<file path="config.mk">
export PLATFORM = sky130hd
export DESIGN_NAME = sfsm_seq
export DESIGN_NICKNAME = d
export VERILOG_FILES = /design/src/rtl/sfsm_pkg.sv /design/src/rtl/sfsm_state_next.sv /design/src/rtl/sfsm_lat_counter.sv /design/src/rtl/sfsm_seq.sv
export SDC_FILE = /design/constraint.sdc
export NUM_CORES = 1
export LEC_CHECK = 0
export BUFFER_PORTS_ARGS = -buffer_cell sky130_fd_sc_hd__buf_2
export CORE_AREA = 5 5 42 44
export CTS_BUF_LIST = sky130_fd_sc_hd__clkbuf_4 sky130_fd_sc_hd__clkbuf_8 sky130_fd_sc_hd__clkbuf_16
export CTS_CLUSTER_DIAMETER = 200
export CTS_CLUSTER_SIZE = 10
export DETAILED_ROUTE_END_ITERATION = 8
export DIE_AREA = 0 0 47 49
export PLACE_DENSITY = 0.51
export SLEW_MARGIN = 25
export SYNTH_ARGS = -nofsm -noshare
export SYNTH_HDL_FRONTEND = slang
export SYNTH_SLANG_ARGS = --single-unit
</file>
<file path="constraint.sdc">
create_clock -name clk -period 3.06 [get_ports clk]
set_input_delay 0.306 -clock clk [delete_from_list [all_inputs] [get_ports clk]]
set_output_delay 0.306 -clock clk [all_outputs]
set_load 0.05 [all_outputs]
</file>
<file path="src/rtl/sfsm_pkg.sv">
package sfsm_pkg;
   // Transition kind of one state, 2 bits per state in the kind vector.
   typedef enum logic [1:0] {
      STEP_NEXT = 2'd0,
      STEP_JUMP = 2'd1,
      STEP_COND = 2'd2
   } step_kind_e;
endpackage

</file>
<file path="src/rtl/sfsm_state_next.sv">
module sfsm_state_next
   import sfsm_pkg::*;
#(
   parameter int NUM_STATES = 6,
   parameter int NUM_GUARDS = 4,
   parameter int ARMS       = 2,
   parameter int STATE_IDX  = 0,
   parameter int SW         = 3,
   parameter int GW         = 3,
   parameter int ACW        = 2,
   parameter logic [1:0]         KIND     = 2'd0,
   parameter logic [SW-1:0]      JUMP_TGT = '0,
   parameter logic [ACW-1:0]     ARM_CNT  = '0,
   parameter logic [ARMS*SW-1:0] ARM_TGT  = '0,
   parameter logic [ARMS*GW-1:0] ARM_SEL  = '0
) (
   input  logic [NUM_GUARDS-1:0] guard_i,
   output logic [SW-1:0]         nxt_o
);
   localparam logic [SW-1:0] SELF = SW'(STATE_IDX);
   localparam logic [SW-1:0] SUCC = (STATE_IDX == NUM_STATES-1) ? '0 : SW'(STATE_IDX+1);

   if (KIND == STEP_NEXT) begin : g_next
      assign nxt_o = SUCC;
   end else if (KIND == STEP_JUMP) begin : g_jump
      if (int'(JUMP_TGT) >= NUM_STATES) begin : g_bad_jump
         $error("jump target out of range");
      end
      assign nxt_o = JUMP_TGT;
   end else if (KIND == STEP_COND) begin : g_cond
      logic [ARMS-1:0] hit;
      if (int'(ARM_CNT) > ARMS) begin : g_bad_cnt
         $error("arm count exceeds ARMS");
      end
      for (genvar a = 0; a < ARMS; a++) begin : g_arm
         localparam int SEL = int'(ARM_SEL[a*GW +: GW]);
         if (a >= int'(ARM_CNT)) begin : g_unused
            assign hit[a] = 1'b0;
         end else begin : g_used
            if (int'(ARM_TGT[a*SW +: SW]) >= NUM_STATES) begin : g_bad_tgt
               $error("arm target out of range");
            end
            if (SEL >= NUM_GUARDS) begin : g_always
               assign hit[a] = 1'b1;
            end else begin : g_guard
               assign hit[a] = guard_i[SEL];
            end
         end
      end
      // Walk from the last arm down so the lowest true arm is kept;
      // no true arm leaves the state on itself.
      always_comb begin
         nxt_o = SELF;
         for (int a = ARMS-1; a >= 0; a--) begin
            if (hit[a]) nxt_o = ARM_TGT[a*SW +: SW];
         end
      end
   end else begin : g_bad_kind
      $error("unknown transition kind");
      assign nxt_o = SELF;
   end
endmodule

</file>
<file path="src/rtl/sfsm_lat_counter.sv">
module sfsm_lat_counter #(
   parameter int LAT = 3
) (
   input  logic clk,
   input  logic rst,
   input  logic en_i,
   output logic done_o
);
   localparam int CW = $clog2(LAT+1);
   localparam logic [CW-1:0] LAST = CW'(LAT-1);

   if (LAT < 1) begin : g_bad_lat
      $error("latency must be at least 1");
   end

   logic [CW-1:0] cnt_q;

   always_ff @(posedge clk) begin
      if (rst)       cnt_q <= '0;
      else if (en_i) cnt_q <= (cnt_q == LAST) ? '0 : cnt_q + CW'(1);
   end

   assign done_o = (cnt_q == LAST);

   assert_cnt_wrap_R8: assert property (@(posedge clk) disable iff (rst)
      (en_i && done_o) |=> (cnt_q == '0));
   assert_cnt_hold_R8: assert property (@(posedge clk) disable iff (rst)
      (!en_i) |=> $stable(cnt_q));
   assert_cnt_range_R8: assert property (@(posedge clk) disable iff (rst)
      cnt_q <= LAST);
endmodule

</file>
<file path="src/rtl/sfsm_seq.sv">
module sfsm_seq
   import sfsm_pkg::*;
#(
   parameter int NUM_STATES = 6,
   parameter int NUM_GUARDS = 4,
   parameter int ARMS       = 2,
   parameter int SW         = $clog2(NUM_STATES),
   parameter int GW         = $clog2(NUM_GUARDS+1),
   parameter int ACW        = $clog2(ARMS+1),
   parameter logic [NUM_STATES*2-1:0]       KIND_VEC = {2'd0,2'd2,2'd0,2'd1,2'd2,2'd0},
   parameter logic [NUM_STATES*SW-1:0]      JUMP_VEC = {3'd0,3'd0,3'd0,3'd5,3'd0,3'd0},
   parameter logic [NUM_STATES*ACW-1:0]     ACNT_VEC = {2'd0,2'd2,2'd0,2'd0,2'd2,2'd0},
   parameter logic [NUM_STATES*ARMS*SW-1:0] ATGT_VEC = {3'd0,3'd0, 3'd5,3'd0, 3'd0,3'd0,
                                                         3'd0,3'd0, 3'd2,3'd3, 3'd0,3'd0},
   parameter logic [NUM_STATES*ARMS*GW-1:0] ASEL_VEC = {3'd0,3'd0, 3'd4,3'd2, 3'd0,3'd0,
                                                         3'd0,3'd0, 3'd1,3'd0, 3'd0,3'd0},
   parameter bit CNT_EN    = 1'b1,
   parameter int CNT_STATE = 3,
   parameter int CNT_LAT   = 3
) (
   input  logic                  clk,
   input  logic                  rst,
   input  logic                  start_i,
   input  logic [NUM_GUARDS-1:0] guard_i,
   output logic [NUM_STATES-1:0] active_o
);
   if (NUM_STATES < 2) begin : g_bad_n
      $error("need at least two states");
   end
   if (CNT_EN && (CNT_STATE < 0 || CNT_STATE >= NUM_STATES)) begin : g_bad_cs
      $error("counter state out of range");
   end

   logic [SW-1:0] cur_q, nxt, cand;
   logic [SW-1:0] cand_arr [NUM_STATES];
   logic          cnt_done, exit_ok;

   // Per-state candidate successor, each built from its own slice.
   for (genvar s = 0; s < NUM_STATES; s++) begin : g_st
      sfsm_state_next #(
         .NUM_STATES(NUM_STATES), .NUM_GUARDS(NUM_GUARDS), .ARMS(ARMS),
         .STATE_IDX(s), .SW(SW), .GW(GW), .ACW(ACW),
         .KIND    (KIND_VEC[s*2 +: 2]),
         .JUMP_TGT(JUMP_VEC[s*SW +: SW]),
         .ARM_CNT (ACNT_VEC[s*ACW +: ACW]),
         .ARM_TGT (ATGT_VEC[s*ARMS*SW +: ARMS*SW]),
         .ARM_SEL (ASEL_VEC[s*ARMS*GW +: ARMS*GW])
      ) u_next (
         .guard_i(guard_i),
         .nxt_o  (cand_arr[s])
      );
      assign active_o[s] = (cur_q == SW'(s)) && (s != 0 || start_i);
   end

   always_comb begin
      cand = '0;
      for (int s = 0; s < NUM_STATES; s++) begin
         if (cur_q == SW'(s)) cand = cand_arr[s];
      end
   end

   if (CNT_EN) begin : g_cnt
      sfsm_lat_counter #(.LAT(CNT_LAT)) u_cnt (
         .clk   (clk),
         .rst   (rst),
         .en_i  (active_o[CNT_STATE]),
         .done_o(cnt_done)
      );
   end else begin : g_nocnt
      assign cnt_done = 1'b1;
   end

   // A closed gate makes every arm false, which leaves the state on itself.
   always_comb begin
      exit_ok = 1'b1;
      if (cur_q == '0 && !start_i) exit_ok = 1'b0;
      if (CNT_EN && cur_q == SW'(CNT_STATE) && !cnt_done) exit_ok = 1'b0;
   end
   assign nxt = exit_ok ? cand : cur_q;

   always_ff @(posedge clk) begin
      if (rst) cur_q <= '0;
      else     cur_q <= nxt;
   end

   assert_onehot_flags_R2: assert property (@(posedge clk) disable iff (rst)
      $onehot0(active_o));
   assert_state_range_R1: assert property (@(posedge clk) disable iff (rst)
      int'(cur_q) < NUM_STATES);
   assert_idle_hold_R3: assert property (@(posedge clk) disable iff (rst)
      (cur_q == '0 && !start_i) |=> (cur_q == '0));

   if (KIND_VEC[(NUM_STATES-1)*2 +: 2] == STEP_NEXT &&
       !(CNT_EN && CNT_STATE == NUM_STATES-1)) begin : g_wrap_chk
      assert_last_wrap_R4: assert property (@(posedge clk) disable iff (rst)
         (cur_q == SW'(NUM_STATES-1)) |=> (cur_q == '0));
   end

   if (CNT_EN) begin : g_dwell_chk
      assert_dwell_hold_R9: assert property (@(posedge clk) disable iff (rst)
         (cur_q == SW'(CNT_STATE) && !cnt_done && (CNT_STATE != 0 || start_i))
         |=> (cur_q == SW'(CNT_STATE)));
   end
endmodule

</file>
==> run summary, run 1 <==
The minimum clock period works out to 1670 ps. Clock-pin slew was measured on the worst setup and hold paths at 40 ps. In the routed design, unresolved DRC markers number 0. The met3 usage was 5.54%; the floorplan die width was 47 um. sky130_fd_sc_hd__dfxtp_1 takes more of the synthesized area than any other cell. The count of placed standard cells including taps is 64, and the initial standard-cell utilization of the core is 22.2%. The logs give 68 for the final standard cell count with taps included and fillers excluded and 3 for the CTS buffer count.

STA classifies the critical path startpoint as a register. The remaining number of nets flagged by the antenna check after routing is 0, and the flip-flop and latch count after synthesis is 5. For the final database, setup skew stands at 3.43 ps.

In this run the count of I/O pins placed on the die edge is 13. Mean routed wirelength per cell: 9.15 um. The library cells used most frequently in the layout, excluding fill and tap cells, are sky130_fd_sc_hd__buf_2, sky130_fd_sc_hd__nor2_1, sky130_fd_sc_hd__a21oi_1. The met2 capacity usage during global routing was 8.60%. The routed layout has 295 vias. After detailed placement, the total cell area comes to 358 sq um.

The run gives 158 as the number of filler cells placed in the layout. Setup repair after global routing left no endpoint under its margin. For the final routed database, the setup TNS stands at 0 ps.

The die is 49 um tall. Entering global routing, the biggest net connects 12 pins. The cell area after synthesis came out at 312 sq um. Summing all non-filler instances in the final layout gives an area of 388 sq um. The total inserted antenna cells is 0. Sequential elements use 32.1% of the synthesized area. Share of layout cells above drive strength 1: 34.6%. Dividing the detail-routed via count by the number of cells gives 4.34.

The buffers inserted during post-CTS setup optimization came out at 0. The flow ran to the end, and the final reports show no timing, DRC or antenna violations. Synthesis produced a netlist with a net count of 48. For this design the ratio of total power to cell area is 555 mW/mm^2. Share of the clock period used by the worst path: 54.5%. The tools report the total of max-cap violations as 0.

The region available for standard cell placement spans 0.00140 sq mm. The final-report setup violation count came out at 0. After technology mapping, the gate count stands at 41. Measured against its own limit, the worst slew margin works out to 78.1%. The logs give 0 for the final max-slew violation count and 0.278 mV for the peak ir drop on the vdd network. The count of buffer and inverter cells on the critical path is 2. The tools report the depth of the CTS H-tree as 1.

Type of destination of the critical path: an output port. The logs give 2 for the maximum buffer depth of the clock tree and 464 um for the HPWL after detailed placement. The synthesis warning total is 0, and the number of standard-cell rows in the floorplan is 14. The tightest min-delay check is of the in -> reg type. The tools report the number of hold violations in the final report as 0. Most common library cell in the layout ignoring fill and taps: sky130_fd_sc_hd__buf_2. The number of antenna violations at the first check in global routing came out at 0.

The first detailed-routing pass ran for 3 iterations. In the global route stage, overall resource usage came out at 6.62%. The number of violations reported at the end of detailed-routing iteration 0 was 1. The logs give 622 um for the aggregate routed wire length and 19 for the number of library cell types mapped by synthesis. The highest cell delay on the worst timing path came out at 510 ps.

TritonCTS built the clock tree. After clock tree synthesis, the repair step resized 0 gates. After the last flow step, the layout net total stands at 60. In the global route stage, met1 resource usage came out at 9.03%.

Slowest cell on the critical path: sky130_fd_sc_hd__dfxtp_1. The busiest metal layer after global routing is met1. The floorplan die area is 0.00230 sq mm.

The family of cells with the greatest summed delay on the critical path was flip-flops. For the worst-skew pair, the clock arrives at the later sink with an insertion delay of 240 ps. For the worst setup path, the data required time is 2750 ps. Timing would allow up to 600 MHz. The count of buffers from port buffering is 11, and the leakage dissipation is 0.175 nW. The top cell type by area accounts for 32.1% of the synthesized area.

The number of global-route vias before repair was 270. The cell at the root of the clock tree is sky130_fd_sc_hd__clkbuf_4. The first global-routing pass estimated 1120 um of wire. The critical-path maximum fanout is 10. Sorting the synthesized cells by area gives the leading types as sky130_fd_sc_hd__dfxtp_1, sky130_fd_sc_hd__a21oi_1, sky130_fd_sc_hd__nor2_1. A synthesized cell averages 7.60 sq um. The transition at the pin with the smallest max-transition slack came out at 328 ps. The critical path is of the reg -> out type.

Traced cell by cell, the critical path runs through nand3b_1, inv_1, buf_2. From synthesis to final layout, the design area changed by 24.5%. Data on the critical path arrives at its endpoint at 1360 ps. Buffers inserted to repair hold after CTS numbered 0. Clock tree synthesis found a total of 5 sinks. The final RePlAce weighted congestion came out at 0.657. The total overflow reported by the global router is 0.
cells in the mapped netlist:
| master | count |
|---|---|
| sky130_fd_sc_hd__buf_2 | 2 |
| sky130_fd_sc_hd__nand2b_1 | 3 |
| sky130_fd_sc_hd__and3_1 | 1 |
| sky130_fd_sc_hd__nor3b_1 | 1 |
| sky130_fd_sc_hd__nor3_1 | 4 |
| sky130_fd_sc_hd__dfxtp_1 | 5 |
| sky130_fd_sc_hd__nor4_1 | 1 |
| sky130_fd_sc_hd__or3_4 | 1 |
| sky130_fd_sc_hd__buf_6 | 1 |
| sky130_fd_sc_hd__a2bb2oi_2 | 1 |
| sky130_fd_sc_hd__buf_4 | 1 |
| sky130_fd_sc_hd__nand2_1 | 2 |
| sky130_fd_sc_hd__a21oi_1 | 6 |
| sky130_fd_sc_hd__a21oi_2 | 1 |
| sky130_fd_sc_hd__nor2_1 | 6 |
| sky130_fd_sc_hd__nor4b_1 | 1 |
| sky130_fd_sc_hd__o21ai_0 | 1 |
| sky130_fd_sc_hd__nand3b_1 | 1 |
| sky130_fd_sc_hd__inv_1 | 2 |
logic make-up after synthesis:
family	share of synthesized area [%]
AOI/OAI and AO/OA	18.9
buffers and inverters	11.6
DFF	32.1
and+or+nand+nor	37.4
state kept, by name, summed over array words and instances, names as in the netlist:
name and count:
g_cnt.u_cnt.cnt_q 2, cur_q 3
cell type report:
cell class	count	area, sq um	share of cell area (%)
multi-input combinational	30	175	45.2
sequential	5	100	25.8
clock buffer	4	30.0	7.74
timing repair buffer	11	55.1	14.2
tap	16	20.0	5.16
inverter	2	7.51	1.94
through the flow:
stage | worst slack (ps) | total power [mW] | util [%] | hold slack (ps)
2_1_floorplan | 638 | 0.125 | - | 375
3_3_place_gp | 1640 | 0.133 | 25.5 | 474
3_5_place_dp | 1640 | 0.133 | 25.5 | 479
4_1_cts | 1370 | 0.220 | 27.7 | 286
5_1_grt | 1270 | 0.232 | 27.7 | 308
6_report | 1390 | 0.215 | 27.7 | 291
where the power goes:
| group | internal, mW | switching [mW] | leakage [nW] |
|---|---|---|---|
| registers | 0.0694 | 0.00875 | 0.0408 |
| clock network | 0.0580 | 0.0255 | 0.0184 |
| logic | 0.0195 | 0.0340 | 0.115 |
final timing paths:
check                                                          to                         startpoint  slack (ps)  depth (start not counted)
worst min register to register  g_cnt.u_cnt.cnt_q[1]$_SDFFE_PP0P_  g_cnt.u_cnt.cnt_q[1]$_SDFFE_PP0P_         480                          2
worst max-delay path                                  active_o[3]              cur_q[1]$_SDFFE_PP0P_        1390                          3
worst min-delay path                        cur_q[0]$_SDFFE_PP0P_                                rst         290                          2
worst max register to register              cur_q[0]$_SDFFE_PP0P_              cur_q[0]$_SDFFE_PP0P_        1790                          4
per-layer routing:
layer  wire length (um)  share of wire (%)
met4                  0                  0
met5                  0                  0
met2                248                 40
met3                 74                 12
met1                299                 48
Power figures use the tool's default switching activity.
==> inputs of run 2 (changes only) <==
--- a/config.mk
+++ b/config.mk
@@ -5,6 +5,7 @@
 export SDC_FILE = /design/constraint.sdc
 export NUM_CORES = 1
 export LEC_CHECK = 0
+export ABC_AREA = 1
 export BUFFER_PORTS_ARGS = -buffer_cell sky130_fd_sc_hd__buf_2
 export CORE_AREA = 5 5 42 44
 export CTS_BUF_LIST = sky130_fd_sc_hd__clkbuf_4 sky130_fd_sc_hd__clkbuf_8 sky130_fd_sc_hd__clkbuf_16
==> constraint.sdc (replaced) <==
create_clock -name clk -period 1.7 [get_ports clk]
set_input_delay 0.17 -clock clk [delete_from_list [all_inputs] [get_ports clk]]
set_output_delay 0.17 -clock clk [all_outputs]
set_load 0.05 [all_outputs]
==> run 2 against run 1 <==
Against the previous run:
- final area grew 5.8%
- synthesized area is 2.0% higher
- worst setup slack worse by 1100 ps
- via count is 7.5% higher
- routed wire length unchanged
- count of clock-buffer cells in the layout stayed put
- power increased by 100%
- critical path type unchanged
- largest power group unchanged
==> run summary, run 2 <==
The run finished with clean final reports. The remaining number of nets flagged by the antenna check after routing came out at 0 (unchanged). The tools report the end of the worst hold path as cur_q[0]$_SDFFE_PP0P_.

The final standard cell count with taps included and fillers excluded is 75 (+10%), and the power density of the placed cells is 1080 mW/mm^2 (+94%). The clock skew after layout is 6.09 ps (+2.66 ps), and the transition at the pin with the smallest max-transition slack is 323 ps (-4.43 ps). The number of hold-repair buffers added at the cts stage was 0 (unchanged); the count of instances resized after the clock tree is built was 0 (unchanged). The HPWL after detailed placement was 512 um (+10%); the height of the die was 49 um (unchanged). The run gives 380 sq um (+6.3%) as the post-place instance area.

The residual DRC count is 0 (unchanged). By count the netlist is led by sky130_fd_sc_hd__nand2_1, sky130_fd_sc_hd__nor2_1, sky130_fd_sc_hd__a21oi_1, sky130_fd_sc_hd__dfxtp_1, sky130_fd_sc_hd__inv_1. The critical-path maximum fanout was 7 (-3); the pre-CTS setup slack was 494 ps (-1150 ps). Clock-pin slew of the registers on the worst-case setup and hold paths: 40 ps (about the same). The run gives 410 sq um (+5.8%) as the post-route cell area.

The total overflow reported by the global router is 0 (unchanged). Based on the critical path, the design can be clocked at up to 689 MHz. Clock latency reported for the late side of the worst-skew pair: 240 ps (about the same). Relative to the synthesized area, the layout overhead comes to 29.1%. For the overall fraction of global-route tracks in use, the log shows 6.56% (-0.066 points). The biggest area contributor in the post-synthesis netlist is sky130_fd_sc_hd__dfxtp_1. The aggregate routed wire length was 622 um (unchanged). The worst hold path begins at rst. The number of violations reported at the end of detailed-routing iteration 0 is 3 (+2), and the final RePlAce weighted congestion is 0.758 (+15%).

The run gives 67 (+12%) as the post-layout net count. The internal reg-to-reg setup slack was 500 ps (-1290 ps); the wire length of the first global-routing pass was 1000 um (-10%). For the number of nets in the synthesized netlist, the log shows 53 (+10%).

The fraction of registers with async set/reset was 0% (unchanged). The maximum buffer depth of the clock tree was 2 (unchanged). The average footprint of a synthesized cell is 6.91 sq um (-9.1%). Setup repair after global routing left no endpoint under its margin. The flip-flop count of the largest register, all copies and words added was 3 (unchanged); the number of hold violations in the final report was 0 (unchanged). Among all flip-flop cells after synthesis, the most frequent one is sky130_fd_sc_hd__dfxtp_1.

The startpoint identified for the worst register-to-register timing path is cur_q[0]$_SDFFE_PP0P_. Kind of path behind the tightest hold check: in -> reg. The library cell used most frequently in the layout, excluding fill and tap cells, is sky130_fd_sc_hd__buf_2. The floorplan die area is 0.00230 sq mm (unchanged), and the share of the clock period used by the worst path is 85.3%. The logs give 249 ps (-1140 ps) for the setup slack after layout and 13 (unchanged) for the number of top-level pins.

For the total inserted antenna cells, the log shows 0 (unchanged). The routed design could run at a clock period as short as 1450 ps. STA classifies the critical path startpoint as a register.

The mean routed wirelength per cell is 8.29 um (-9.3%). Count of flip-flops with a built-in enable after synthesis: 0 (unchanged). The floorplan die width is 47 um (unchanged). The CTS buffer count is 3 (unchanged), and the flip-flop and latch count after synthesis is 5 (unchanged).

The via-per-instance ratio works out to 4.23 (-2.6%). Yosys instantiated no cell more often than sky130_fd_sc_hd__nand2_1. The logs give 318 sq um (+2.0%) for the cell area after synthesis and 255 (-5.6%) for the number of global-route vias before repair. The count of placed standard cells including taps was 71 (+11%). The initial standard-cell utilization of the core is 22.7% (+0.45 points). Detailed-route via count: 317 (+7.5%). STA classifies the critical path endpoint as an output port.

Number of library cell types mapped by synthesis: 19 (unchanged). The required time at the endpoint of the critical path is 1530 ps (-1220 ps), and the cell depth of the worst min-delay path is 2 (unchanged). Count of buffers from port buffering: 11 (unchanged).

The tools report the peak ir drop on the vdd network as 0.547 mV (+96%). The run gives 31.5% (-0.63 points) as the share of synthesized area occupied by flip-flops and latches. The critical path is of the reg -> out type. The leakage dissipation came out at 0.201 nW (+15%). The data arrival time of the critical path was 1280 ps (-80 ps). The area share of the largest cell type after synthesis works out to 31.5% (-0.63 points). In this run the critical register-to-register path is captured at cur_q[2]$_SDFFE_PP0P_. The post-synthesis cell count is 46 (+12%), and the total of max-cap violations is 0 (unchanged). The tools report the final-report setup violation count as 0 (unchanged).

Detailed-routing iteration count for the pre-antenna-repair pass: 3 (unchanged). The final max-slew violation count was 0 (unchanged); the final core utilization was 29.3% (+1.6 points). The path depth of the worst reg2reg path was 6 (+2); the number of standard-cell rows in the floorplan was 14 (unchanged).

In this run the clock root is driven by a sky130_fd_sc_hd__clkbuf_4. The synthesis warning total is 0 (unchanged), and the floorplan core area is 0.00140 sq mm (unchanged). The number of antenna violations at the first check in global routing came out at 0 (unchanged).

In the layout the commonest cells are sky130_fd_sc_hd__buf_2, sky130_fd_sc_hd__nand2_1, sky130_fd_sc_hd__nor2_1. The largest net degree at the start of global routing was 9 (-3). TritonCTS built the clock tree. For the number of sinks driven by the clock tree, the log shows 5 (unchanged). The tools report the buffers inserted during post-CTS setup optimization as 0 (unchanged).

The run gives 78.4% (+0.30 points) as the worst slew slack as a fraction of its limit. By area the synthesized netlist is led by sky130_fd_sc_hd__dfxtp_1, sky130_fd_sc_hd__nand2_1, sky130_fd_sc_hd__a21oi_1. The top register by number of flip-flops was cur_q. The share of layout cells above drive strength 1 was 40.7% (+6.1 points).

In the final layout, the registers with the most flip-flops are cur_q: 3 flops, g_cnt.u_cnt.cnt_q: 2 flops. The tools report the depth of the CTS H-tree as 1 (unchanged).
==> run 2: cell types whose count changed in the layout (fill, tap and decap cells not counted), moves of 2 or more <==
| cell | change |
|---|---|
| sky130_fd_sc_hd__nand2b_1 | -3 |
| sky130_fd_sc_hd__inv_2 | +2 |
| sky130_fd_sc_hd__inv_1 | +3 |
| sky130_fd_sc_hd__nor3_1 | -3 |
| sky130_fd_sc_hd__nand2_1 | +6 |
| sky130_fd_sc_hd__nand3_1 | +2 |
==> run 2: stage by stage <==
stage	hold slack [ps]	power, mW	TNS, ps
floorplan	239	0.273	-18.8
global placement	413	0.295	0
detailed placement	417	0.295	0
CTS	154	0.453	0
global route	156	0.485	0
finish	167	0.441	0
==> run 2: cells by family after synthesis <==
group	after synthesis	share of synthesized area [%]
compound gates	8	13.4
buf+inv	9	14.2
flops	5	31.5
simple gates	24	40.9
==> run 2: report_power, final <==
part	internal, mW	switching, mW	leakage, nW
Clock	0.105	0.0464	0.0184
Combinational	0.0420	0.0990	0.142
Sequential	0.129	0.0206	0.0408
Total	0.275	0.166	0.201
==> run 2: area by class of cell <==
class / count / area, sq um
Timing Repair Buffer: 11 / 55.1
Sequential cell: 5 / 100
Fill cell: 174 / 991
Inverter: 7 / 26.3
Multi-Input combinational cell: 32 / 179
Clock buffer: 4 / 30.0
Tap cell: 16 / 20.0
==> run 2: how the worst max path moves through the flow <==
stage,from,end,slack (ps)
6_report,cur_q[2]$_SDFFE_PP0P_,active_o[4],250
3_3_place_gp,cur_q[2]$_SDFFE_PP0P_,active_o[4],480
3_5_place_dp,cur_q[0]$_SDFFE_PP0P_,cur_q[2]$_SDFFE_PP0P_,490
5_1_grt,cur_q[0]$_SDFFE_PP0P_,active_o[3],140
2_1_floorplan,cur_q[1]$_SDFFE_PP0P_,active_o[2],-20
4_1_cts,cur_q[0]$_SDFFE_PP0P_,active_o[3],230
==> run 2: routing by layer <==
layer,GRT usage [%],up-vias,part of all wire (%)
met2,8.60,8,47
met1,6.18,135,44
met4,4.15,0,0
met3,6.64,0,8.7
li1,-,174,-
met5,0,-,0
==> run 2: worst max-delay path: stages, from the launching register on <==
cell	delay (ps)
sky130_fd_sc_hd__dfxtp_1	500
sky130_fd_sc_hd__inv_2	110
sky130_fd_sc_hd__nor3_2	140
sky130_fd_sc_hd__buf_2	290
==> inputs of run 3 (changes only) <==
--- a/config.mk
+++ b/config.mk
@@ -5,7 +5,6 @@
 export SDC_FILE = /design/constraint.sdc
 export NUM_CORES = 1
 export LEC_CHECK = 0
-export ABC_AREA = 1
 export BUFFER_PORTS_ARGS = -buffer_cell sky130_fd_sc_hd__buf_2
 export CORE_AREA = 5 5 42 44
 export CTS_BUF_LIST = sky130_fd_sc_hd__clkbuf_4 sky130_fd_sc_hd__clkbuf_8 sky130_fd_sc_hd__clkbuf_16
==> run 3 against run 2 <==
Against the previous run:
- final area is 0.91% lower
- count of clock-buffer cells in the layout stayed put
- hold slack worse by 17 ps
- via count is 1.6% lower
- final cell count is 9.3% lower
- sequential power is 3% lower
- non-clock buffer count stayed put
- critical path depth stayed put
- flip-flop and latch count stayed put
- clock skew is 5.5 ps lower
- highest routed layer is now met4
==> run summary, run 3 (synthesis results as in run 1) <==
The run finished with clean final reports. The highest cell delay on the worst timing path is 400 ps (-100 ps). TritonCTS built the clock tree. The share of total power in the clock network is 38.6% (+4.4 points). The minimum clock period was 1500 ps (+47.5 ps); the detailed-route via count was 312 (-1.6%). The most critical setup path has its startpoint at cur_q[2]$_SDFFE_PP0P_.

The final standard cell count with taps included and fillers excluded was 68 (-9.3%). The start-to-end type of the worst setup path was reg -> out. The number of antenna violations at the first check in global routing was 0 (unchanged). For the leakage dissipation, the log shows 0.181 nW (-10%).

The height of the die came out at 49 um (unchanged). The largest registers in the layout are cur_q: 3 flops, g_cnt.u_cnt.cnt_q: 2 flops. The total inserted antenna cells came out at 0 (unchanged). The count of placed standard cells including taps is 64 (-9.9%). The wire length of the first global-routing pass was 1160 um (+16%); the post-route cell area was 407 sq um (-0.91%).

The worst register-to-register path begins at cur_q[2]$_SDFFE_PP0P_. Cell at the root of the clock tree: sky130_fd_sc_hd__clkbuf_4. For the clock latency reported for the late side of the worst-skew pair, the log shows 240 ps (about the same).

The library cell used most frequently in the layout, excluding fill and tap cells, is sky130_fd_sc_hd__buf_2. The worst setup path is captured at an output port. The logs give 0 (unchanged) for the count of instances resized after the clock tree is built and 3 (unchanged) for the CTS buffer count. The buffers inserted during post-CTS setup optimization came out at 0 (unchanged). The setup slack after layout was 202 ps (-47.5 ps). The data arrival time of the critical path is 1330 ps (+50 ps), and the count of buffer and inverter cells on the critical path is 2 (unchanged). The total of max-cap violations was 0 (unchanged); the number of global-route vias before repair was 282 (+11%). The overall fraction of global-route tracks in use is 7.19% (+0.63 points). The fraction of power spent switching nets came out at 32.5% (-5.2 points). The tools report the worst slew slack as a fraction of its limit as 76.7% (-1.7 points).

The transition at the pin with the smallest max-transition slack was 349 ps (+25.8 ps); the internal power contribution was 0.268 mW (-2.6%). The aggregate routed wire length is 690 um (+11%), and the initial standard-cell utilization of the core is 22.2% (-0.45 points). The power density of the placed cells is 976 mW/mm^2 (-9.2%), and the growth of design area from synthesis to finish is 30.5%. The tools report the floorplan core area as 0.00140 sq mm (unchanged). The depth of the CTS H-tree is 1 (unchanged), and the critical-path maximum fanout is 11 (+4). The critical path goes through nand3b_1, inv_1, buf_2.

The run gives 150 ps (-17.0 ps) as the worst hold margin. Setup repair after global routing left no endpoint under its margin. The logs give 14 (unchanged) for the number of standard-cell rows in the floorplan and 60 (-10%) for the post-layout net count.

The tools report the peak ir drop on the vdd network as 0.532 mV (-2.6%). The floorplan die width is 47 um (unchanged). Final-report setup violation count: 0 (unchanged). The share of the clock period used by the worst path was 88.1% (+2.8 points). The share of layout cells above drive strength 1 is 44.2% (+3.6 points), and the HPWL after detailed placement is 492 um (-3.8%).

Grouping stages by cell kind, the critical path spends the most delay in flip-flops. On the critical path, the stage with the largest delay is an instance of sky130_fd_sc_hd__dfxtp_1. For the pre-CTS setup slack, the log shows 376 ps (-118 ps). The tools report the number of sinks driven by the clock tree as 5 (unchanged). The tools report the number of top-level pins as 13 (unchanged). The count of buffers from port buffering works out to 11 (unchanged). The remaining number of nets flagged by the antenna check after routing is 0 (unchanged). For the number of violations reported at the end of detailed-routing iteration 0, the log shows 3 (unchanged).

The clock skew after layout was 0.578 ps (-5.51 ps). Net switching component of the power: 0.129 mW (-22%). The logs give 0 (unchanged) for the number of hold-repair buffers added at the cts stage and 0 (unchanged) for the number of hold violations in the final report.

The run gives 36.4% (+2.5 points) as the fraction of power consumed by sequential logic. In the layout the commonest cells are sky130_fd_sc_hd__buf_2, sky130_fd_sc_hd__nor2_1, sky130_fd_sc_hd__a21oi_1. Top register by number of flip-flops: cur_q. The run gives 0.00230 sq mm (unchanged) as the floorplan die area. For the setup TNS, the log shows 0 ps (unchanged). The clock-pin slew of the registers on the worst-case setup and hold paths was 40 ps (about the same); the mean routed wirelength per cell was 10.1 um (+22%).

In this run the most critical hold path is launched from rst. For the residual DRC count, the log shows 0 (unchanged). The min-delay analysis places its worst path in the category in -> reg. Detailed-routing iteration count for the pre-antenna-repair pass: 3 (unchanged). The largest net degree at the start of global routing came out at 12 (+3). Maximum buffer depth of the clock tree: 2 (unchanged). The final RePlAce weighted congestion was 0.656 (-14%). The tools report the startpoint type of the worst setup path as a register. The flip-flop count of the largest register, all copies and words added was 3 (unchanged). The post-place instance area was 374 sq um (-1.6%); the final max-slew violation count was 0 (unchanged). The required time at the endpoint of the critical path was 1530 ps (about the same). The run gives 25.0% (-6.9 points) as the part of the total power dissipated in combinational logic. The highest attainable clock frequency is 667 MHz (-3.2%). The via-per-instance ratio is 4.59 (+8.6%), and the total overflow reported by the global router is 0 (unchanged).
## run 3: layout make-up
type	instances	area, sq um
multi-input cells	30	191
inverters	2	7.51
flip-flops and latches	5	103
well taps	16	20.0
fillers	166	995
clock buffers	4	30.0
repair buffers	11	55.1
## run 3: worst paths after layout
check / to / slack [ps] / depth (start not counted)
worst max register to register: cur_q[0]$_SDFFE_PP0P_ / 410 / 4
worst min register to register: g_cnt.u_cnt.cnt_q[1]$_SDFFE_PP0P_ / 480 / 2
worst min-delay path: cur_q[0]$_SDFFE_PP0P_ / 150 / 2
worst max-delay path: active_o[3] / 200 / 3
## run 3: worst register-to-register path, cell delays in order, from the launching register on
cell and delay (ps):
sky130_fd_sc_hd__dfxtp_1 400, sky130_fd_sc_hd__or3_4 410, sky130_fd_sc_hd__a21oi_2 190, sky130_fd_sc_hd__a2bb2oi_2 150, sky130_fd_sc_hd__nor2_1 40
## run 3: power groups by stage
stage	logic [mW]	clock network (mW)	registers, mW
after floorplan	0.101	0	0.129
after global placement	0.0986	0	0.145
after detailed placement	0.0992	0	0.146
after CTS	0.100	0.158	0.143
after global routing	0.108	0.169	0.147
final	0.0994	0.153	0.145
## run 3: stage by stage
step / util (%) / total power, mW
2_1_floorplan: - / 0.231
3_3_place_gp: 26.7 / 0.244
3_5_place_dp: 26.7 / 0.245
4_1_cts: 28.8 / 0.402
5_1_grt: 29.0 / 0.425
6_report: 29.0 / 0.397
## run 3: routing by layer
layer	wire length, um	vias to the layer above	track usage [%]	share of wire, %
met3	70	2	5.54	10
met1	300	135	8.61	43
met4	7	0	2.76	1.0
li1	-	164	-	-
met2	311	11	9.50	45
met5	0	-	0	0
